**src/rtl/hazard_pkg.sv**
```systemverilog
`timescale 1ns/1ps
package hazard_pkg;
   // Operand source selection; the encoding is visible on the ports.
   typedef enum logic [1:0] {
      SRC_REGFILE = 2'b00,
      SRC_WBACK   = 2'b01,
      SRC_MEMST   = 2'b10
   } opnd_src_t;

   localparam int NUM_OPND = 2;
endpackage

```
**src/rtl/hz_opnd_select.sv**
```systemverilog
`timescale 1ns/1ps
module hz_opnd_select #(
   parameter int REG_AW = 5
) (
   input  logic [REG_AW-1:0]     src,
   input  logic [REG_AW-1:0]     mem_rd,
   input  logic                  mem_wen,
   input  logic [REG_AW-1:0]     wb_rd,
   input  logic                  wb_wen,
   output hazard_pkg::opnd_src_t sel
);
   import hazard_pkg::*;

   logic src_live;
   logic hit_mem;
   logic hit_wb;

   assign src_live = (src != '0);
   assign hit_mem  = src_live && mem_wen && (mem_rd == src);
   assign hit_wb   = src_live && wb_wen  && (wb_rd  == src);

   // The younger producer (memory stage) takes priority.
   always_comb begin
      if (hit_mem)     sel = SRC_MEMST;
      else if (hit_wb) sel = SRC_WBACK;
      else             sel = SRC_REGFILE;
   end
endmodule

```
**src/rtl/hz_load_use.sv**
```systemverilog
`timescale 1ns/1ps
module hz_load_use #(
   parameter int REG_AW = 5
) (
   input  logic [REG_AW-1:0] ex_rd,
   input  logic              ex_wen,
   input  logic              ex_is_load,
   input  logic [REG_AW-1:0] id_rs,
   input  logic [REG_AW-1:0] id_rt,
   input  logic              id_use_rs,
   input  logic              id_use_rt,
   output logic              stall
);
   logic producer;
   logic match_rs;
   logic match_rt;

   assign producer = ex_is_load && ex_wen && (ex_rd != '0);
   assign match_rs = id_use_rs && (id_rs == ex_rd);
   assign match_rt = id_use_rt && (id_rt == ex_rd);
   assign stall    = producer && (match_rs || match_rt);
endmodule

```
**src/rtl/hz_mul_track.sv**
```systemverilog
`timescale 1ns/1ps
module hz_mul_track #(
   parameter int REG_AW  = 5,
   parameter int MUL_LAT = 4
) (
   input  logic              clk,
   input  logic              rst_n,
   input  logic [REG_AW-1:0] ex_rd,
   input  logic              ex_wen,
   input  logic              ex_is_mul,
   input  logic [REG_AW-1:0] id_rs,
   input  logic [REG_AW-1:0] id_rt,
   input  logic              id_use_rs,
   input  logic              id_use_rt,
   output logic              stall
);
   localparam int CNT_W = (MUL_LAT > 2) ? $clog2(MUL_LAT) : 1;

   generate
      if (MUL_LAT <= 1) begin : g_single
         // Product ready in one cycle: plain bypassing covers it.
         assign stall = 1'b0;
      end else begin : g_multi
         logic issue;
         logic ex_hit;

         assign issue  = ex_is_mul && ex_wen && (ex_rd != '0);
         assign ex_hit = issue &&
                         ((id_use_rs && (id_rs == ex_rd)) ||
                          (id_use_rt && (id_rt == ex_rd)));

         if (MUL_LAT == 2) begin : g_short
            assign stall = ex_hit;
         end else begin : g_deep
            logic [CNT_W-1:0]  remain;
            logic [REG_AW-1:0] pend_rd;
            logic              tail_hit;

            always_ff @(posedge clk) begin
               if (!rst_n) begin
                  remain  <= '0;
                  pend_rd <= '0;
               end else if (issue) begin
                  remain  <= CNT_W'(MUL_LAT - 2);
                  pend_rd <= ex_rd;
               end else if (remain != '0) begin
                  remain  <= remain - 1'b1;
               end
            end

            assign tail_hit = (remain != '0) &&
                              ((id_use_rs && (id_rs == pend_rd)) ||
                               (id_use_rt && (id_rt == pend_rd)));
            assign stall = ex_hit || tail_hit;
         end
      end
   endgenerate
endmodule

```
**src/rtl/pipe_hazard_unit.sv**
```systemverilog
`timescale 1ns/1ps
module pipe_hazard_unit #(
   parameter int REG_AW  = 5,
   parameter int MUL_LAT = 4
) (
   input  logic              clk,
   input  logic              rst_n,
   input  logic [REG_AW-1:0] id_rs,
   input  logic [REG_AW-1:0] id_rt,
   input  logic              id_use_rs,
   input  logic              id_use_rt,
   input  logic [REG_AW-1:0] ex_rs,
   input  logic [REG_AW-1:0] ex_rt,
   input  logic [REG_AW-1:0] ex_rd,
   input  logic              ex_wen,
   input  logic              ex_is_load,
   input  logic              ex_is_mul,
   input  logic [REG_AW-1:0] mem_rd,
   input  logic              mem_wen,
   input  logic [REG_AW-1:0] wb_rd,
   input  logic              wb_wen,
   output logic [1:0]        fwd_a,
   output logic [1:0]        fwd_b,
   output logic              hold_front,
   output logic              bubble_idex
);
   import hazard_pkg::*;

   generate
      if (REG_AW < 1 || REG_AW > 8) begin : g_bad_aw
         $error("pipe_hazard_unit: REG_AW out of range");
      end
      if (MUL_LAT < 1) begin : g_bad_lat
         $error("pipe_hazard_unit: MUL_LAT must be at least 1");
      end
   endgenerate

   logic [REG_AW-1:0] opnd_src [NUM_OPND];
   opnd_src_t         opnd_sel [NUM_OPND];

   assign opnd_src[0] = ex_rs;
   assign opnd_src[1] = ex_rt;

   generate
      for (genvar gi = 0; gi < NUM_OPND; gi++) begin : g_opnd
         hz_opnd_select #(.REG_AW(REG_AW)) u_sel (
            .src     (opnd_src[gi]),
            .mem_rd  (mem_rd),
            .mem_wen (mem_wen),
            .wb_rd   (wb_rd),
            .wb_wen  (wb_wen),
            .sel     (opnd_sel[gi])
         );
      end
   endgenerate

   assign fwd_a = opnd_sel[0];
   assign fwd_b = opnd_sel[1];

   logic load_stall;
   logic mul_stall;

   hz_load_use #(.REG_AW(REG_AW)) u_load (
      .ex_rd      (ex_rd),
      .ex_wen     (ex_wen),
      .ex_is_load (ex_is_load),
      .id_rs      (id_rs),
      .id_rt      (id_rt),
      .id_use_rs  (id_use_rs),
      .id_use_rt  (id_use_rt),
      .stall      (load_stall)
   );

   hz_mul_track #(.REG_AW(REG_AW), .MUL_LAT(MUL_LAT)) u_mul (
      .clk       (clk),
      .rst_n     (rst_n),
      .ex_rd     (ex_rd),
      .ex_wen    (ex_wen),
      .ex_is_mul (ex_is_mul),
      .id_rs     (id_rs),
      .id_rt     (id_rt),
      .id_use_rs (id_use_rs),
      .id_use_rt (id_use_rt),
      .stall     (mul_stall)
   );

   assign hold_front  = load_stall || mul_stall;
   assign bubble_idex = load_stall || mul_stall;
endmodule

```
**config.mk**
```make
export PLATFORM = sky130hd
export DESIGN_NAME = pipe_hazard_unit
export DESIGN_NICKNAME = d
export VERILOG_FILES = /design/src/rtl/hazard_pkg.sv /design/src/rtl/hz_opnd_select.sv /design/src/rtl/hz_load_use.sv /design/src/rtl/hz_mul_track.sv /design/src/rtl/pipe_hazard_unit.sv
export SDC_FILE = /design/constraint.sdc
export NUM_CORES = 1
export LEC_CHECK = 0
export CAP_MARGIN = 30
export CORE_ASPECT_RATIO = 1.5
export CORE_UTILIZATION = 36
export CTS_CLUSTER_SIZE = 14
export DETAILED_ROUTE_END_ITERATION = 6
export PLACE_DENSITY = 0.79
export SLEW_MARGIN = 25
export SYNTH_ARGS = -nofsm -noshare
export SYNTH_HDL_FRONTEND = slang
export SYNTH_SLANG_ARGS = --single-unit
```
**constraint.sdc**
```tcl
create_clock -name clk -period 2.2 [get_ports clk]
set_clock_uncertainty 0.1 [all_clocks]
set_input_delay 0.44 -clock clk [delete_from_list [all_inputs] [get_ports clk]]
set_output_delay 0.44 -clock clk [all_outputs]
set_load 0.01 [all_outputs]
```
=== After elaboration in Yosys (flattened, before gate mapping) ===
Index checks and enable logic that the tools add are counted.

* Multiplexer cells: 6
* Bitwise gates (word level): 1
* Eq/ne operators: 8
* Add/subtract/negate cells: 1
* Reduce and logical (&&, ||, !) cells: 29

{| class="wikitable"
|+ Operators by type and width
! operator !! count
|-
| == test 5 bit || 8
|-
| logical AND 1 bit || 19
|-
| nonzero test 5 bit || 3
|-
| 2-to-1 mux 2 bit || 4
|-
| logical OR 1 bit || 4
|-
| nonzero test 2 bit || 2
|-
| 2-to-1 mux 1 bit || 2
|-
| OR reduction 2 bit || 1
|-
| subtractor 2 x 1 -> 2 bit, second input constant || 1
|-
| inverter 1 bit || 1
|}

* Bits of input ports: 44
* Output and inout bits: 6
* Bits in registers: 7
* Logic and storage cells: 48

=== Longest topological paths before layout ===
Gate-level depths: netlist of run 1.

* Depth after elaboration: 6
* Gate-level depth with buffers: 5
* Mapped depth without buffers: 4

=== Cells and area by module ===
A second synthesis of run 1 with hierarchy kept.

* Cells, all modules: 110
* Area, all modules: 955.9 µm²

{| class="wikitable"
|+ By module, submodules not included
! module !! seq. area each (µm²) !! cells each !! times used !! area an instance (µm²)
|-
| hz_mul_track || 140.1 || 53 || 1 || 514.2
|-
| hz_opnd_select || 0.0 || 19 || 2 || 146.4
|-
| hz_load_use || 0.0 || 17 || 1 || 135.1
|-
| pipe_hazard_unit || 0.0 || 2 || 1 || 13.8
|}

=== Worst setup path after synthesis of run 1 ===
OpenSTA, ideal clock, no wires.

* Path kind: input-to-output
* Start: input ex_rs[0]
* End: output fwd_a[0]
* Setup slack: 0.076 ns
* Stages: 4
* Data arrival time: 1.584 ns
* Required time: 1.660 ns
* Path buffers: 0
* Cell sequence: or4_1 nor2_1 nor4_1 nor4_1

* Elaborated cells on any way between the ends: 9
* Those cells by class: 2 x eq/ne; 2 x mux; 5 x reduce/logical

{| class="wikitable"
|+ RTL lines
! element !! line !! RTL
|-
| from (decl) || pipe_hazard_unit.sv:12 || <nowiki>input logic [REG_AW-1:0] ex_rs,</nowiki>
|-
| nonzero test 5 bit || hz_opnd_select.sv:18 || <nowiki>assign src_live = (src != '0);</nowiki>
|-
| logical AND 1 bit || hz_opnd_select.sv:19 || <nowiki>assign hit_mem = src_live && mem_wen && (mem_rd == src);</nowiki>
|-
| logical AND 1 bit * || hz_opnd_select.sv:19 ||
|-
| net g_opnd[0].u_sel.hit_mem || hz_opnd_select.sv:15 || <nowiki>logic hit_mem;</nowiki>
|-
| 2-to-1 mux 2 bit * || hz_opnd_select.sv:24 || <nowiki>if (hit_mem) sel = SRC_MEMST;</nowiki>
|-
| to (decl) || pipe_hazard_unit.sv:22 || <nowiki>output logic [1:0] fwd_a,</nowiki>
|}

The timed path passes the listed nets; every way through them passes the cells marked *.

=== Final worst setup path of run 1 ===
* Start: input ex_rd[2]
* End: output hold_front

* Longest elaborated chain between the ends: 6
* Elaborated cells on any way between the ends: 12
* Those cells by class: 2 x eq/ne; 10 x reduce/logical

{| class="wikitable"
|+ Ends and longest elaborated chain
! element !! line !! RTL
|-
| from (decl) || pipe_hazard_unit.sv:14 || <nowiki>input logic [REG_AW-1:0] ex_rd,</nowiki>
|-
| == test 5 bit, on equally long branches || - ||
|-
| logical AND 1 bit, on equally long branches || - ||
|-
| logical OR 1 bit || hz_load_use.sv:21, hz_mul_track.sv:29 ||
|-
| logical AND 1 bit || hz_mul_track.sv:28 || <nowiki>assign ex_hit = issue &&</nowiki>
|-
| logical OR 1 bit || hz_mul_track.sv:54 || <nowiki>assign stall = ex_hit || tail_hit;</nowiki>
|-
| logical OR 1 bit * || pipe_hazard_unit.sv:87 || <nowiki>assign hold_front = load_stall || mul_stall;</nowiki>
|-
| to (decl) || pipe_hazard_unit.sv:24 || <nowiki>output logic hold_front,</nowiki>
|}

Mark *: on every way between the ends. The rest lies on a longest branch, timed or not.

==> flow_summary.yaml, run 1 <==
logic_synthesis:
  dominant_combinational_cell_family_by_area_after_synthesis: "XOR/XNOR gates"
  mappedNetlistArea_sq_um: 800
  ys_async_sr_fraction: 0
  synth-seq-area-share: 0.175
  synth_cell_types: 21
  synth-compound-area-share: 0.108
  yosys_most_used_dff: "sky130_fd_sc_hd__dfxtp_1"
  synth.area.top_cells: "sky130_fd_sc_hd__xnor2_1 (22%), sky130_fd_sc_hd__xor2_1 (22%), sky130_fd_sc_hd__dfxtp_1 (18%)"
  multiplexer_share_of_the_synthesized_area: 0.0250
  synth_top_area_frac: 0.219
  synthesis.yosys.warnings: 0
  syn-instance-count: 91
  postSynthAreaPerCell_sq_um: 8.79
  mappedNetlistNets: 135
  synth-seq-cells: 7
  synth_area_leader_cell: "sky130_fd_sc_hd__xnor2_1"
  synth_enable_flop_cells: 0
  synth-xor-area-share: 0.438
  synth-simple-area-share: 0.225
  synth_fa_ha_area_frac: 0
route:
  route.detailed.vias_per_inst: 5.10
  postRouteWirelength_mm: 2.75
  ant_nets: 0
  dr_total_vias: 948
  route.detailed.wl_per_inst_um: 14.8
  drc: 0
  detailedRoute.firstIterationViolations: 9
  firstDrtPassIters: 2
grt:
  globalRouteOverflowTotal: 0
  initial_antenna_violation_count: 0
  first_pass_grt_wire_length_mm: 3.82
  grt_use_total: 0.236
  first_global_vias: 974
  grt_max_degree: 8
place:
  gpl.final_weighted_congestion: 0.768
  dp_worst_setup_slack_ps: -830
  place_hpwl_mm: 2.25
  buffer_ports.inserted: 49
  numPlacedInstances: 181
sta:
  fmaxAchievable_mhz: 462
  maxSlewHeadroom: 0.824
  finalHoldViolCount: 0
  tightestPinTransition_ps: 263
  grt_setup_unrepaired: "no"
  final-max-slew-violation-count: 0
  postLayoutSetupSlackWorst_ps: 35.4
  setup_violations: 0
  layout_min_cycle_time_ps: 2160
  layout_worst_path_cycle_share: 0.984
clock_tree:
  cts.clk_slew.worst_paths_ps: 50
  cts_tree: "built"
  cts_made_buffers: 3
  clockRootBuffer: "sky130_fd_sc_hd__clkbuf_4"
  postCtsHoldBufs: 0
  clk_path_buf_depth: 2
  cts.sinks: 7
  cts_htree_levels: 1
  worst_skew_late_latency_ps: 250
hold_path:
  hold_class: "input pin to flop"
  hold_path_startpoint: "ex_rd[0]"
final_layout:
  area_growth_pct: 85.6
  layout.cells.most_common_list: "sky130_fd_sc_hd__buf_4 (23), sky130_fd_sc_hd__xor2_1 (20), sky130_fd_sc_hd__xnor2_1 (20)"
  antenna_cell_count: 0
  final_common_cell: "sky130_fd_sc_hd__buf_4"
  final_net_count: 209
  utilization: 0.723
  count_of_non_filler_cells_in_the_finished_layout: 186
  final_layout_size_suffix_gt1_frac: 0.348
floorplan:
  core-area_sq_um: 2050
  rows: 20
  die_h_um: 59.7
  floorplan.io_pins: 50
  start_util: 0.390
  die-area_sq_um: 2420
  dieWidth_um: 40.5
flow_run:
  max_cap_violations: 0
worst_setup_path:
  startpoint: "ex_rd[2]"
  worstReg2RegStart: "u_mul.g_multi.g_deep.pend_rd[1]$_SDFFE_PN0P_"
  cp-start-kind: "input pin"
  worstPathMaxFanout: 3
  critical_path_class: "input pin to primary output"
  worst_ep_required_time_ps: 1660
  crit_path_end_kind: "primary output"
  critPathArrivalTime_ps: 1620
power:
  power.ir.vdd_worst_mv: 0.305
  p_per_area_nw_per_um2: 325
  leakagePower_nw: 0.682
  fin_total_pwr_mw: 0.483
run_status:
  run_status: "completed"
==> path summary, 6_finish.rpt <==
path,to,slack [ps],cells after the start
hold reg to reg,u_mul.g_multi.g_deep.remain[1]$_SDFFE_PN0P_,390,2
setup / recovery,hold_front,40,5
setup reg to reg,u_mul.g_multi.g_deep.pend_rd[1]$_SDFFE_PN0P_,1310,3
hold / removal,u_mul.g_multi.g_deep.pend_rd[0]$_SDFFE_PN0P_,390,3
==> sequential cells by signal, summed over array words and instances, names as in the netlist <==
| name | cells |
|---|---|
| u_mul.g_multi.g_deep.pend_rd | 5 |
| u_mul.g_multi.g_deep.remain | 2 |
==> logic make-up after synthesis <==
family | after synthesis
multiplexers | 2
buffers and inverters | 3
flip-flops | 7
XOR/XNOR | 40
AND/OR/NAND/NOR | 30
AO/OA/AOI/OAI | 9
==> cells in the mapped netlist (2+ instances only) <==
cell                       n
sky130_fd_sc_hd__xor2_1   20
sky130_fd_sc_hd__or4_1     2
sky130_fd_sc_hd__nor2b_1   4
sky130_fd_sc_hd__dfxtp_1   7
sky130_fd_sc_hd__nand2_1   4
sky130_fd_sc_hd__and2_1    2
sky130_fd_sc_hd__nor4_1    8
sky130_fd_sc_hd__xnor2_1  20
sky130_fd_sc_hd__buf_4     3
sky130_fd_sc_hd__mux2i_1   2
sky130_fd_sc_hd__nor2_1    3
sky130_fd_sc_hd__nand4_1   4
sky130_fd_sc_hd__a32oi_1   4
==> final cells by class <==
type	instances	area [sq um]
Clock buffer	4	26.3
Sequential cell	7	140
Fill cell	171	568
Tap cell	22	27.5
Timing Repair Buffer	72	578
Multi-Input combinational cell	81	712
==> critical path, cell delays in order <==
cell and delay (ps):
sky130_fd_sc_hd__clkdlybuf4s15_1 220, sky130_fd_sc_hd__or4_4 540, sky130_fd_sc_hd__o221ai_2 170, sky130_fd_sc_hd__o22ai_2 100, sky130_fd_sc_hd__buf_2 150
==> report_power, final <==
part / total, mW / leakage, nW / internal (mW) / switching (mW)
Combinational: 0.226 / 0.609 / 0.128 / 0.0978
Sequential: 0.138 / 0.0572 / 0.133 / 0.00527
Clock: 0.119 / 0.0150 / 0.0694 / 0.0498
Total: 0.483 / 0.682 / 0.330 / 0.153
==> per-stage QoR <==
| step | setup TNS, ps | hold slack [ps] | cell area, sq um |
|---|---|---|---|
| 6_report | 0 | 386 | 1480 |
| 5_1_grt | 0 | 402 | 1480 |
| 4_1_cts | 0 | 384 | 1460 |
| 3_5_place_dp | -5260 | 379 | 1460 |
| 3_3_place_gp | -4850 | 365 | 1460 |
| 2_1_floorplan | 0 | 353 | 800 |
==> per-layer routing <==
metal / global-route usage / up-vias / wire length (um)
met5: 0 / - / 0
met1: 0.178 / 423 / 848
met4: 0.0714 / 0 / 29
met2: 0.501 / 47 / 1580
li1: - / 474 / -
met3: 0.0558 / 4 / 286
==> repair_timing <==
item / CTS / global route
buffers inserted: 1 / 0
gates resized for setup: 86 / 23
gates cloned: 0 / 0
pin swaps: 19 / 14
endpoints found under the setup margin: 6 / 4
endpoints found under the hold margin: 0 / 0
Power figures use the tool's default switching activity.
==> run 2, diff against run 1 <==
--- a/config.mk
+++ b/config.mk
@@ -6,7 +6,6 @@
 export NUM_CORES = 1
 export LEC_CHECK = 0
 export CAP_MARGIN = 30
-export CORE_ASPECT_RATIO = 1.5
 export CORE_UTILIZATION = 36
 export CTS_CLUSTER_SIZE = 14
 export DETAILED_ROUTE_END_ITERATION = 6
==> run 2 against run 1 <==
The flow now finishes with violations (setup timing). Non-clock buffer count increased by 5. Routed wire length increased by 14%. First-iteration DRC count increased by 140%. Register-to-register slack about the same. Clock power is 3% lower. Core utilization rose by 4.4 points. Clock-buffer cell count unchanged. Power up 2.6%. Largest cell class unchanged. Largest power group unchanged.
==> flow_summary.yaml, run 2 (same netlist as run 1, synthesis figures left out) <==
run_status:
  run_status: "finished with violations"
  failed_checks: "setup timing"
clock_tree:
  cts.sinks: 7
  cts_tree: "built"
  cts_made_buffers: 3
  worst_skew_late_latency_ps: 240
  cts_htree_levels: 1
  clockRootBuffer: "sky130_fd_sc_hd__clkbuf_4"
  postCtsHoldBufs: 0
  clk_path_buf_depth: 2
  cts.clk_slew.worst_paths_ps: 50
final_layout:
  largest_registers: "u_mul.g_multi.g_deep.pend_rd: 5 flops, u_mul.g_multi.g_deep.remain: 2 flops"
  final_layout_size_suffix_gt1_frac: 0.385
  filler_cell_count: 149
  max_ffs_per_register: 5
  registers.top_by_ff_count: "u_mul.g_multi.g_deep.pend_rd"
  final_net_count: 214
  area_growth_pct: 93.9
  layout.cells.most_common_list: "sky130_fd_sc_hd__buf_4 (28), sky130_fd_sc_hd__xnor2_1 (20), sky130_fd_sc_hd__xor2_1 (19)"
  fin_area_sq_um: 1550
  utilization: 0.767
  antenna_cell_count: 0
  final_common_cell: "sky130_fd_sc_hd__buf_4"
hold_path:
  hold_class: "flop to flop"
worst_setup_path:
  path_cells: "buf_2 -> or4_4 -> nor2_4 -> nor4_4 -> nor4_2 -> buf_2"
  critical_path_class: "input pin to primary output"
  path_common_cell: "sky130_fd_sc_hd__buf_2"
  crit_path_end_kind: "primary output"
  critPathBufInv: 2
  critical_path_cell_with_the_highest_stage_delay: "sky130_fd_sc_hd__or4_4"
  cp_top_family: "simple AND/OR/NAND/NOR gates"
  worstPathMaxFanout: 2
  worst_ep_required_time_ps: 1660
  critPathMaxStageDelay_ps: 520
  cp-start-kind: "input pin"
  critPathArrivalTime_ps: 1700
  reg2reg_setup_slack_ps: 1300
place:
  place_hpwl_mm: 2.32
  buffer_ports.inserted: 49
  cell_area_after_placement_sq_um: 1470
  gpl.final_weighted_congestion: 0.902
grt:
  first_pass_grt_wire_length_mm: 4.58
  initial_antenna_violation_count: 0
  first_global_vias: 1022
  globalRouteOverflowTotal: 0
  grt_use_total: 0.244
  grt_max_degree: 8
route:
  dr_total_vias: 1002
  drc: 0
  detailedRoute.firstIterationViolations: 22
  ant_nets: 0
  met1Wirelength_mm: 1.33
  topRoutingLayerUsed: "met4"
  route.detailed.vias_per_inst: 5.11
  postRouteWirelength_mm: 3.13
  met3WireLength_um: 238
  sum_of_met2_wire_segment_lengths_after_detailed_routing_mm: 1.52
  firstDrtPassIters: 4
  route.detailed.wl_per_inst_um: 15.9
sta:
  maxSlewHeadroom: 0.791
  finalHoldViolCount: 0
  tightestPinTransition_ps: 313
  final-max-slew-violation-count: 0
  postLayoutSetupSlackWorst_ps: -39.3
  layout_min_cycle_time_ps: 2240
  fin_setup_tns_ps: -51.6
  layout_worst_path_cycle_share: 1.02
  grt_setup_unrepaired: "yes"
  fmaxAchievable_mhz: 447
  setup_violations: 2
floorplan:
  die-area_sq_um: 2410
  core-area_sq_um: 2020
  dieWidth_um: 49.1
  die_h_um: 49.1
  start_util: 0.395
  floorplan.io_pins: 50
  rows: 16
power:
  power.ir.vdd_worst_mv: 0.354
  p_per_area_nw_per_um2: 320
  pwr-share-clk: 0.231
  net-switching-power_mw: 0.158
  switching_share: 0.319
  leakagePower_nw: 0.662
  combPwrFrac: 0.490
  design_internal_power_mw: 0.337
  power.sequential.fraction: 0.278
flow_run:
  max_cap_violations: 0
## run 2: worst paths after layout
kind	to	startpoint	cells after the start
worst max-delay path	fwd_b[0]	ex_rt[4]	6
worst max register to register	u_mul.g_multi.g_deep.pend_rd[1]$_SDFFE_PN0P_	u_mul.g_multi.g_deep.pend_rd[1]$_SDFFE_PN0P_	3
worst min register to register	u_mul.g_multi.g_deep.remain[1]$_SDFFE_PN0P_	u_mul.g_multi.g_deep.remain[1]$_SDFFE_PN0P_	2
worst min-delay path	u_mul.g_multi.g_deep.remain[1]$_SDFFE_PN0P_	u_mul.g_multi.g_deep.remain[1]$_SDFFE_PN0P_	2
## run 2: per-stage QoR
| step | total power [mW] | instances | hold WS, ps | setup WS (ps) |
|---|---|---|---|---|
| 2_1_floorplan | 0.220 | 91 | 353 | 75.8 |
| 3_3_place_gp | 0.369 | 187 | 363 | -749 |
| 3_5_place_dp | 0.374 | 187 | 370 | -814 |
| 4_1_cts | 0.487 | 195 | 376 | -56.3 |
| 5_1_grt | 0.524 | 196 | 383 | -77.0 |
| 6_report | 0.496 | 196 | 378 | -39.3 |
## run 2: layer usage
layer,GRT usage,up-vias
li1,-,485
met1,0.317,459
met2,0.402,52
met3,0.0561,6
met4,0.0637,0
met5,0,-
## run 2: what timing repair did
item                       CTS  global route
setup endpoints to repair    6             4
buffers inserted             4             1
gates resized for setup     96            17
pin swaps                   19            13
## run 2: worst reg2reg max path: cells and delay by family, from the launching register on
family	cells	cell delay, ps
flip-flops	1	340
AO/OA/AOI/OAI	1	150
buffers and inverters	1	140
AND/OR/NAND/NOR	1	60
## run 2: layout make-up
class,count,area [sq um],share of cell area
Clock buffer,4,26.3,0.0169
Sequential cell,7,140,0.0904
Multi-Input combinational cell,81,733,0.473
Timing Repair Buffer,77,617,0.398
Tap cell,27,33.8,0.0218
## run 2: power groups by stage
stage                     combinational (mW)  sequential (mW)  clock [mW]
after global routing                   0.256            0.138       0.129
final                                  0.243            0.138       0.115
after floorplan                       0.0806            0.140           0
after detailed placement               0.234            0.140           0
after global placement                 0.229            0.140           0
after CTS                              0.230            0.138       0.119
